<file path="src/rtl/ps2d_pkg.sv">
package ps2d_pkg;

    localparam int FRAME_BITS = 11;   // start, 8 data, parity, stop
    localparam int RX_CLOCKS  = 10;   // pulses after the host start bit
    localparam int RX_KEEP    = 9;    // data + parity kept in the shifter
    localparam int LN_CLK     = 0;
    localparam int LN_DAT     = 1;
    localparam int N_LINES    = 2;

    typedef enum logic [3:0] {
        ST_IDLE,
        ST_INHIBIT,
        ST_TX_HI,
        ST_TX_LO,
        ST_TX_END,
        ST_RX_LO,
        ST_RX_HI,
        ST_ACK_D,
        ST_ACK_C,
        ST_TAIL
    } ps2d_state_e;

    typedef struct packed {
        logic       par;
        logic [7:0] data;
    } rx_bits_t;

    function automatic int phase_cycles(input int sys_hz, input int phase_us);
        return (sys_hz / 1_000_000) * phase_us;
    endfunction

    function automatic logic odd_parity(input logic [7:0] d);
        return ~(^d);
    endfunction

    function automatic logic [FRAME_BITS-1:0] build_frame(input logic [7:0] d);
        return {1'b1, odd_parity(d), d, 1'b0};
    endfunction

    function automatic logic parity_good(input rx_bits_t r);
        return ^{r.par, r.data};
    endfunction

endpackage

</file>
<file path="src/rtl/ps2d_linefilt.sv">
module ps2d_linefilt #(
    parameter int FILT_LEN = 4
) (
    input  logic clk,
    input  logic rst,
    input  logic raw,
    output logic clean
);
    localparam int CW = $clog2(FILT_LEN) + 1;

    logic [1:0]    sync_q;
    logic [CW-1:0] hold_q;

    always_ff @(posedge clk) begin
        if (rst) begin
            sync_q <= 2'b11;
            hold_q <= '0;
            clean  <= 1'b1;
        end else begin
            sync_q <= {sync_q[0], raw};
            if (sync_q[1] == clean) begin
                hold_q <= '0;
            end else if (hold_q == CW'(FILT_LEN - 1)) begin
                clean  <= sync_q[1];
                hold_q <= '0;
            end else begin
                hold_q <= hold_q + 1'b1;
            end
        end
    end
endmodule

</file>
<file path="src/rtl/ps2d_phase_timer.sv">
module ps2d_phase_timer #(
    parameter int PHASE  = 4000,
    parameter int SETTLE = 8
) (
    input  logic clk,
    input  logic rst,
    input  logic restart,
    output logic last,
    output logic settled
);
    localparam int TW = $clog2(PHASE) + 1;

    logic [TW-1:0] cnt_q;

    assign last    = (cnt_q == TW'(PHASE - 1));
    assign settled = (cnt_q >= TW'(SETTLE));

    always_ff @(posedge clk) begin
        if (rst || restart || last) cnt_q <= '0;
        else                        cnt_q <= cnt_q + 1'b1;
    end
endmodule

</file>
<file path="src/rtl/ps2d_engine.sv">
module ps2d_engine
    import ps2d_pkg::*;
(
    input  logic       clk,
    input  logic       rst,
    input  logic       clk_f,
    input  logic       dat_f,
    input  logic       ph_last,
    input  logic       ph_settled,
    input  logic [7:0] tx_data,
    input  logic       tx_valid,
    output logic       ph_restart,
    output logic       busy,
    output logic       clk_low,
    output logic       dat_low,
    output logic [7:0] rx_data,
    output logic       rx_strobe,
    output logic       rx_err
);
    ps2d_state_e           st, nxt;
    logic [FRAME_BITS-1:0] frame, nfr;
    logic [3:0]            bitn, nbit;
    rx_bits_t              rx_sh, nrx;
    logic                  deliver;
    logic                  good;

    assign ph_restart = (st == ST_IDLE) || (st == ST_INHIBIT);
    assign busy       = (st != ST_IDLE) || !clk_f;
    assign good       = parity_good(rx_sh);

    always_comb begin
        nxt     = st;
        nfr     = frame;
        nbit    = bitn;
        nrx     = rx_sh;
        deliver = 1'b0;
        case (st)
            ST_IDLE: begin
                if (!clk_f) begin
                    nxt = ST_INHIBIT;
                end else if (tx_valid) begin
                    nxt  = ST_TX_HI;
                    nfr  = build_frame(tx_data);
                    nbit = '0;
                end
            end
            ST_INHIBIT: begin
                if (clk_f) begin
                    nbit = '0;
                    nxt  = dat_f ? ST_IDLE : ST_RX_LO;
                end
            end
            ST_TX_HI: begin
                if (ph_settled && !clk_f) nxt = ST_INHIBIT;
                else if (ph_last)         nxt = ST_TX_LO;
            end
            ST_TX_LO: begin
                if (ph_last) begin
                    if (bitn == 4'(FRAME_BITS - 1)) begin
                        nxt = ST_TX_END;
                    end else begin
                        nxt  = ST_TX_HI;
                        nfr  = frame >> 1;
                        nbit = bitn + 1'b1;
                    end
                end
            end
            ST_TX_END: if (ph_last) nxt = ST_IDLE;
            ST_RX_LO:  if (ph_last) nxt = ST_RX_HI;
            ST_RX_HI: begin
                if (ph_last) begin
                    if (bitn < 4'(RX_KEEP)) nrx = {dat_f, rx_sh[RX_KEEP-1:1]};
                    if (bitn == 4'(RX_CLOCKS - 1)) begin
                        nxt = ST_ACK_D;
                    end else begin
                        nxt  = ST_RX_LO;
                        nbit = bitn + 1'b1;
                    end
                end
            end
            ST_ACK_D: if (ph_last) nxt = ST_ACK_C;
            ST_ACK_C: begin
                if (ph_last) begin
                    nxt     = ST_TAIL;
                    deliver = 1'b1;
                end
            end
            ST_TAIL:  if (ph_last) nxt = ST_IDLE;
            default:  nxt = ST_IDLE;
        endcase
    end

    always_ff @(posedge clk) begin
        if (rst) begin
            st        <= ST_IDLE;
            frame     <= '0;
            bitn      <= '0;
            rx_sh     <= '0;
            clk_low   <= 1'b0;
            dat_low   <= 1'b0;
            rx_data   <= '0;
            rx_strobe <= 1'b0;
            rx_err    <= 1'b0;
        end else begin
            st        <= nxt;
            frame     <= nfr;
            bitn      <= nbit;
            rx_sh     <= nrx;
            clk_low   <= (nxt == ST_TX_LO) || (nxt == ST_RX_LO) || (nxt == ST_ACK_C);
            dat_low   <= (((nxt == ST_TX_HI) || (nxt == ST_TX_LO)) && !nfr[0])
                         || (nxt == ST_ACK_D) || (nxt == ST_ACK_C);
            rx_strobe <= deliver && good;
            rx_err    <= deliver && !good;
            if (deliver && good) rx_data <= rx_sh.data;
        end
    end
endmodule

</file>
<file path="src/rtl/ps2d_xcvr.sv">
module ps2d_xcvr
    import ps2d_pkg::*;
#(
    parameter int SYS_HZ   = 100_000_000,
    parameter int PHASE_US = 40,
    parameter int FILT_LEN = 4
) (
    input  logic       clk,
    input  logic       rst,
    input  logic       bus_clk_in,
    input  logic       bus_dat_in,
    output logic       bus_clk_low,
    output logic       bus_dat_low,
    input  logic [7:0] tx_data,
    input  logic       tx_valid,
    output logic       busy,
    output logic [7:0] rx_data,
    output logic       rx_strobe,
    output logic       rx_err
);
    localparam int PHASE_CYC  = phase_cycles(SYS_HZ, PHASE_US);
    localparam int SETTLE_CYC = FILT_LEN + 4;

    logic [N_LINES-1:0] raw, clean;
    logic               ph_last, ph_settled, ph_restart;

    assign raw[LN_CLK] = bus_clk_in;
    assign raw[LN_DAT] = bus_dat_in;

    for (genvar g = 0; g < N_LINES; g++) begin : g_line
        ps2d_linefilt #(.FILT_LEN(FILT_LEN)) u_filt (
            .clk   (clk),
            .rst   (rst),
            .raw   (raw[g]),
            .clean (clean[g])
        );
    end

    ps2d_phase_timer #(.PHASE(PHASE_CYC), .SETTLE(SETTLE_CYC)) u_timer (
        .clk     (clk),
        .rst     (rst),
        .restart (ph_restart),
        .last    (ph_last),
        .settled (ph_settled)
    );

    ps2d_engine u_eng (
        .clk        (clk),
        .rst        (rst),
        .clk_f      (clean[LN_CLK]),
        .dat_f      (clean[LN_DAT]),
        .ph_last    (ph_last),
        .ph_settled (ph_settled),
        .tx_data    (tx_data),
        .tx_valid   (tx_valid),
        .ph_restart (ph_restart),
        .busy       (busy),
        .clk_low    (bus_clk_low),
        .dat_low    (bus_dat_low),
        .rx_data    (rx_data),
        .rx_strobe  (rx_strobe),
        .rx_err     (rx_err)
    );
endmodule

</file>
<file path="config.mk">
export PLATFORM = sky130hd
export DESIGN_NAME = ps2d_xcvr
export DESIGN_NICKNAME = d
export VERILOG_FILES = /design/src/rtl/ps2d_pkg.sv /design/src/rtl/ps2d_linefilt.sv /design/src/rtl/ps2d_phase_timer.sv /design/src/rtl/ps2d_engine.sv /design/src/rtl/ps2d_xcvr.sv
export SDC_FILE = /design/constraint.sdc
export NUM_CORES = 1
export LEC_CHECK = 0
export CAP_MARGIN = 20
export CORE_MARGIN = 3
export CORE_UTILIZATION = 55
export DETAILED_ROUTE_END_ITERATION = 10
export GPL_TIMING_DRIVEN = 0
export PLACE_DENSITY_LB_ADDON = 0.15
export SLEW_MARGIN = 20
export SYNTH_ARGS = -nofsm -noshare
export SYNTH_HDL_FRONTEND = slang
export SYNTH_HIERARCHICAL = 1
export SYNTH_SLANG_ARGS = --single-unit
</file>
<file path="constraint.sdc">
create_clock -name clk -period 3.6 [get_ports clk]
set_input_delay 1.08 -clock clk [delete_from_list [all_inputs] [get_ports clk]]
set_output_delay 1.08 -clock clk [all_outputs]
set_load 0.01 [all_outputs]
</file>
# == Word level (Yosys, flattened, before mapping) ==
# Cells that the tools add are included.
# word_totals
in_bits,13
ff_bits,65
out_inout_bits,13
# op_classes
n_lt_le_gt_ge,2
n_eq_ne,28
reduce_logical,30
addsub,4
bitwise_logic,3
muxes,30
# op_table
op,count
2-to-1 mux 4 bit,18
2-to-1 mux 11 bit,4
case mux 4 bit (9 select lines),1
equality test 4 x 3 -> 1 bit (second input constant),6
case mux 11 bit (2 select lines),1
equality test 4 bit (second input constant),5
equality test 4 x 2 -> 1 bit (second input constant),4
case mux 4 bit (4 select lines),1
inequality test 2 bit (second input constant),7
adder 13 x 1 -> 13 bit (second input constant),1
equality test 13 x 12 -> 1 bit (second input constant),1
>= comparator 13 x 4 -> 1 bit (second input constant),1
logical OR 1 bit,9
parity 9 bit,1
AND reduction 8 bit,1
nonzero test 4 bit,2
parity 8 bit,1
adder 3 x 1 -> 3 bit (second input constant),2
equality test 3 x 2 -> 1 bit (second input constant),2
2-to-1 mux 3 bit,2
OR reduction 3 bit,2
AND reduction 5 bit,1
adder 4 x 1 -> 4 bit (second input constant),1
equality test 4 x 1 -> 1 bit (second input constant),1
other kinds (12),22

# == Logic depth before layout (Yosys ltp) ==
# Gate-level depths: netlist of the first run.
# logic_depth
word_depth,9
ltp_mapped,12

# == By module ==
# Netlist of the first run, hierarchy kept.
# by_module_without_submodules
module,cells_each,seq_area_each_um2,n_inst,area_each_um2
ps2d_engine,235,800.8,1,2029.4
ps2d_phase_timer,71,260.2,1,641.9
ps2d_linefilt,17,120.1,2,214.0

# == Least setup slack after synthesis of the first run ==
# Ideal clock, no wire load.
# synth_path
path_kind,reg-to-reg
start,reg u_timer.cnt_q[0]
end,reg u_eng.bitn[3]
stages_incl_launch_ff,11
arrival_ns,2.499
slack_ns,1.030
setup_time_ns,0.071
required_ns,3.529
path_cell_list,dfxtp_1 ha_1 nand3_2 buf_4 nor4_1 buf_4 nand4b_1 o22a_1 a21o_1 or4_1 a21oi_1
# synth_between
elab_chain_cells,3
word_cells_on_any_way,4
cone_classes,eq/ne: 3; reduce/logical: 1
# synth_rtl
item,line_no,source
start: declaration,ps2d_phase_timer.sv:13,logic [TW-1:0] cnt_q;
start signal: assignment,ps2d_phase_timer.sv:20,else cnt_q <= cnt_q + 1'b1;
equality test 13 x 12 -> 1 bit (*),ps2d_phase_timer.sv:15,assign last = (cnt_q == TW'(PHASE - 1));
via ph_last,ps2d_xcvr.sv:25,"logic ph_last, ph_settled, ph_restart;"
inequality test 2 bit (no line),--,
AND reduction 8 bit (no line) (*),--,
end signal: assignment,ps2d_engine.sv:107,bitn <= nbit;
end: declaration,ps2d_engine.sv:22,"logic [3:0] bitn, nbit;"
# The timed path passes the listed nets; every way through them passes the cells marked *.
# A chain may end at the register's enable or synchronous reset.

# == Worst setup path after layout of the first run ==
# Same ends and word-level chain as after synthesis.

==> metrics, run 1 <==
status=completed; NumNets Final=399; post-cts sizing count=0; hold bufs inserted after CTS=0; WL/cell=13.3 um; RSZ-0062 raised after global routing=false; Worst R2R Setup Slack=0.67 ns; I/O pins=26; R2R depth=10; WHS Path Cells=1; Syn. warnings=6; Clk pwr share=0.471; Rows=26; Core Region=5270 um2; r2r startpoint=u_timer/cnt_q[0]$_SDFF_PP0_; leakage power figure=1.38 nW; total die area=6570 um2; CTS Buf Count=9; root buf cell=clkbuf_8; worst path arrival time=3.20 ns; port bufs=25; Reg2Reg Capture Point=u_eng/bitn[3]$_SDFFE_PP0P_; Comb power frac=0.061; total routed wirelength=6.00 mm; Worst setup EP type=register; drt pass-1 iters=4; Hold Path Origin=g_line[0].u_filt/sync_q[0]$_SDFF_PP1_; Buf/Inv on CP=2; Fin Clk Skew=0.00702 ns; vias post-DR=2,487; number of synthesized flops with an enable pin=0; crit share post-route=0.814; Antenna Cells=0; HPWL Detailed=4.12 mm; sequential fraction of the synthesis area=0.420; Slowest-stage cell, CP=or4_1; Clock Tree Buf Depth=2; share of cells above drive strength 1=0.0971; MaxCap Viol Count=0; Most common cell on crit path=buf_4; flops & latches, synth=65; vias in the first global route=2,330; CTS clk-pin slew, worst paths=0.07 ns; GP Congestion=0.870; Cell Pwr Density=430 nW/um2; Final Critical Period=2.93 ns; DR iter-0 viols=142; die height=81.1 um; final hold vios=0; Cell variety after synth=51; sequential share of power=0.469; post-route setup TNS=0 ns; Worst Setup SP=u_timer/cnt_q[0]$_SDFF_PP0_; final instance area=3680 um2; P&R area growth vs syn=18.7%; Worst Setup Path Type=register to register; Worst-Skew Late Latency=0.34 ns; Sw Pwr=0.340 mW; Post-synth ARST share=0; Initial Util=0.588; Max Fclk=341 MHz; final worst slack=0.669 ns; antenna violations before repair=0; CP Cell Sequence=ha_1, nand3_2, buf_4, nor4_1, buf_4, nand4b_1, o22a_1, a21o_1, or4_1, a21oi_1; delay-heaviest family, CP=simple AND/OR/NAND/NOR gates; Die Span X=81.1 um; Final ANT Viol Nets=0; Switching Fraction=0.215; CP required=3.87 ns; syn_area_per_cell=9.12 um2; GR Overflow Total=0; Max VDD drop=0.321 mV; final slew viol count=0; CTS tree=yes; gr usage total=0.203; Sink Count=65; pre-CTS setup slack=0.579 ns; drt drc=0; Mapped Cells=340; final setup vio count=0; Max stage delay on crit path=0.52 ns; synthesized net count=363; worst hold path type=register to register; Setup crit start kind=register; Primary FF master, synth=dfxtp_1; placed cell area=3440 um2; CP max FO=10; DR vias/cell=5.51; mapped cell area=3100 um2; H-tree depth=3; worst hold path endpoint=g_line[0].u_filt/sync_q[1]$_SDFF_PP1_; Post-CTS Setup Repair Bufs=0; Worst Tran Pin Value=0.596 ns; internal power=1.24 mW; first-pass GRT wire length=10.3 mm; Relative slew margins=0.601; largest net degree at the start of global routing=18
-- layout make-up --
type | count | area, um2
plain buffers | 16 | 91.3
clock buffers | 10 | 128
clock inverters | 6 | 114
fillers | 417 | 1590
inverters | 16 | 60.1
multi-input cells | 243 | 1650
flip-flops and latches | 65 | 1300
well taps | 70 | 87.6
repair buffers | 25 | 250
-- worst register-to-register path: stages, from the launching register on --
cell      delay [ns]
dfxtp_1         0.40
ha_1            0.23
nand3_2         0.12
buf_4           0.19
nor4_1          0.31
buf_4           0.23
nand4b_1        0.21
o22a_1          0.27
a21o_1          0.23
or4_1           0.52
a21oi_1         0.15
-- cells in the final DEF, fill, tap and decap left out, types with 6 or more instances in the layout --
cell             synthesis  layout
o21ai_0                 14      14
nand2_1                 19      19
a21oi_1                 24      24
mux2i_1                 17      17
dfxtp_1                 65      65
nor4_1                   8       8
clkbuf_8                 0       9
clkbuf_1                 7       8
or3_1                    6       6
ha_1                    10      10
clkdlybuf4s50_1          0      25
a22oi_1                 12      12
xnor2_1                 17      17
inv_1                   16      16
nor2_1                  38      38
or4_1                    6       6
nor2b_1                 11      11
-- synth_stat cells (3+ instances only) --
library cell  number  area share
buf_2              4      0.0065
nor3_1             4      0.0065
dfxtp_1           65        0.42
nor4_1             8       0.016
or3_1              6       0.012
nand3_1            5      0.0081
mux2i_1           17       0.055
nand2b_1           4      0.0081
nand2_1           19       0.023
a21oi_1           24       0.039
o31ai_1            5       0.012
clkbuf_1           7      0.0085
or4_1              6       0.015
buf_4              3      0.0073
o21ai_0           14       0.023
nand4_1            3      0.0061
nor2_1            38       0.046
nor2b_1           11       0.022
inv_1             16       0.019
nand3b_1           3      0.0073
a22oi_1           12       0.029
xor2_1             3      0.0085
or2_2              4      0.0081
xnor2_1           17       0.048
ha_1              10       0.040
-- how the worst max path moves through the flow --
stage	endpoint	slack, ns	cells past startpoint
after floorplan	u_eng/bitn[3]$_SDFFE_PP0P_	1.03	10
after global placement	u_eng/rx_sh[1]$_SDFFE_PP0P_	0.60	4
after detailed placement	u_eng/rx_sh[2]$_SDFFE_PP0P_	0.58	4
after CTS	u_eng/bitn[3]$_SDFFE_PP0P_	0.67	10
after global routing	u_eng/bitn[3]$_SDFFE_PP0P_	0.37	10
final	u_eng/bitn[3]$_SDFFE_PP0P_	0.67	10
-- state kept, by name, summed over array words and instances (netlist names) --
register and count:
u_timer/cnt_q 13, u_eng/frame 11, u_eng/rx_sh 9, u_eng/rx_data 8, g_line.u_filt/hold_q 6, g_line.u_filt/sync_q 4
u_eng/bitn 4, u_eng/st 4, g_line.u_filt/clean 2, u_eng/clk_low 1, u_eng/dat_low 1, u_eng/rx_err 1
u_eng/rx_strobe 1
-- layer usage --
layer | GRT usage | routed length, um
met1 | 0.253 | 2860
met2 | 0.324 | 2810
met3 | 0.0665 | 260
met4 | 0.0794 | 68
met5 | 0 | 0
-- stage by stage --
stage	utilization	hold slack [ns]	instances	power, mW
detailed placement	0.652	0.393	435	0.853
global placement	0.652	0.391	435	0.850
floorplan	-	0.389	340	0.816
CTS	0.698	0.411	451	1.60
finish	0.698	0.411	451	1.58
global route	0.698	0.410	451	1.64
-- kinds of logic after synthesis --
| logic type | share of synthesized area |
|---|---|
| flip-flops | 0.420 |
| AND/OR/NAND/NOR | 0.228 |
| adder cells (fa/ha/maj) | 0.0404 |
| AO/OA/AOI/OAI | 0.144 |
| XOR/XNOR | 0.0638 |
| multiplexers | 0.0549 |
| buffers and inverters | 0.0489 |
-- power by group through the flow --
stage,logic (mW),registers (mW),clock network (mW)
detailed placement,0.0954,0.757,0
global placement,0.0934,0.756,0
floorplan,0.0608,0.756,0
finish,0.0957,0.741,0.745
CTS,0.0958,0.741,0.765
global route,0.106,0.742,0.793
(Power assumes the default switching activity.)
==> run 2: changes to the inputs <==
Clock period 3.6 ns to 2.75 ns, I/O delays scaled along.
==> run 2 against run 1 <==
Register-to-register slack lost 0.52 ns. Critical path type unchanged. Core utilization grew 2.3 points. Die area is the same. Worst hold slack is essentially flat. Critical path depth is the same. Global-route usage grew 0.12 points.
==> metrics, run 2 (same netlist as run 1, synthesis figures left out) <==
Largest register FFs=13; DR vias/cell=5.52; final slew viol count=0; port bufs=25; H-tree depth=3; die height=81.1 um; Relative slew margins=0.598; Max VDD drop=0.419 mV; hold bufs inserted after CTS=0; most frequent cells in the layout=dfxtp_1 (63), nor2_1 (38), clkdlybuf4s50_1 (25), a21oi_1 (24), nand2_1 (18); commonest non-fill, non-tap cell in the layout=dfxtp_1; CTS tree=yes; worst hold path type=register to register; pre-CTS setup slack=-0.147 ns; Cell Pwr Density=545 nW/um2; Largest regs=u_timer/cnt_q (13), u_eng/frame (11), u_eng/rx_sh (9); antenna violations before repair=0; NumNets Final=406; Setup crit start kind=register; placed cell area=3440 um2; Clock Tree Buf Depth=2; HPWL Detailed=4.12 mm; drt pass-1 iters=4; Worst-Skew Late Latency=0.34 ns; Antenna Cells=0; share of cells above drive strength 1=0.137; Final Critical Period=2.60 ns; Core Region=5270 um2; Worst setup EP type=register; first-pass GRT wire length=10.4 mm; total die area=6570 um2; gr usage total=0.204; WL/cell=13.5 um; CP required=3.02 ns; post-route setup TNS=0 ns; MaxCap Viol Count=0; Fillers=401; I/O pins=26; RSZ-0062 raised after global routing=true; vias in the first global route=2,339; CTS clk-pin slew, worst paths=0.07 ns; final worst slack=0.147 ns; root buf cell=clkbuf_8; CTS Buf Count=9; P&R area growth vs syn=22.6%; Worst Tran Pin Value=0.601 ns; total routed wirelength=6.20 mm; final instance area=3800 um2; GP Congestion=0.870; largest net degree at the start of global routing=18; vias post-DR=2,526; DR iter-0 viols=147; final setup vio count=0; Rows=26; final hold slack=0.411 ns; Die Span X=81.1 um; CP max FO=8; largest register by flop count=u_timer/cnt_q; Worst Setup Path Type=register to register; Fin Clk Skew=0.00701 ns; Initial Util=0.588; Final ANT Viol Nets=0; drt drc=0; crit share post-route=0.946; final hold vios=0; worst path arrival time=2.87 ns; GR Overflow Total=0; status=completed; leakage power figure=1.42 nW; Max Fclk=384 MHz; Sink Count=65
## run 2: metrics by stage
stage / util / instances / total power [mW]
floorplan: - / 340 / 1.07
CTS: 0.704 / 454 / 2.10
finish: 0.721 / 458 / 2.07
detailed placement: 0.652 / 435 / 1.12
global route: 0.721 / 458 / 2.15
global placement: 0.652 / 435 / 1.11
## run 2: routing by layer
layer	vias to the layer above	share of wire	global-route usage
li1	1290	-	-
met1	1175	0.46	0.253
met2	53	0.48	0.328
met3	8	0.047	0.0665
met4	0	0.012	0.0794
met5	-	0	0
## run 2: final cells by class
| class | count | area, um2 | share of cell area |
|---|---|---|---|
| well taps | 70 | 87.6 | 0.0230 |
| inverters | 16 | 60.1 | 0.0158 |
| multi-input cells | 243 | 1700 | 0.447 |
| flip-flops and latches | 65 | 1310 | 0.344 |
| repair buffers | 32 | 307 | 0.0806 |
| clock inverters | 6 | 114 | 0.0300 |
| clock buffers | 10 | 128 | 0.0336 |
| plain buffers | 16 | 98.8 | 0.0260 |
## run 2: what timing repair did
item / 4_1_cts / 5_1_grt
endpoints found under the setup margin: 14 / 23
setup buffers: 3 / 3
gates resized for setup: 2 / 15
pin swaps: 0 / 2
gates cloned: 0 / 1
## run 2: power by group
group / internal [mW] / total (mW) / switching [mW]
sequential: 0.959 / 0.970 / 0.0107
combinational: 0.0617 / 0.128 / 0.0659
clock: 0.605 / 0.973 / 0.368
total: 1.63 / 2.07 / 0.444
## run 2: worst paths after layout
check,from,end,slack (ns),depth (start not counted)
setup / recovery,u_timer/cnt_q[0]$_SDFF_PP0_,u_eng/bitn[3]$_SDFFE_PP0P_,0.15,10
hold / removal,g_line[0].u_filt/sync_q[0]$_SDFF_PP1_,g_line[0].u_filt/sync_q[1]$_SDFF_PP1_,0.41,1
setup reg to reg,u_timer/cnt_q[0]$_SDFF_PP0_,u_eng/bitn[3]$_SDFFE_PP0P_,0.15,10
hold reg to reg,g_line[0].u_filt/sync_q[0]$_SDFF_PP1_,g_line[0].u_filt/sync_q[1]$_SDFF_PP1_,0.41,1
## run 2: worst max-delay path, stage by stage (launching register included)
cell	delay, ns
dfxtp_4	0.37
ha_2	0.20
nand3_2	0.12
buf_6	0.16
nor4_4	0.26
buf_4	0.17
nand4b_1	0.14
o22a_1	0.25
a21o_4	0.21
or4_1	0.50
a21oi_1	0.15
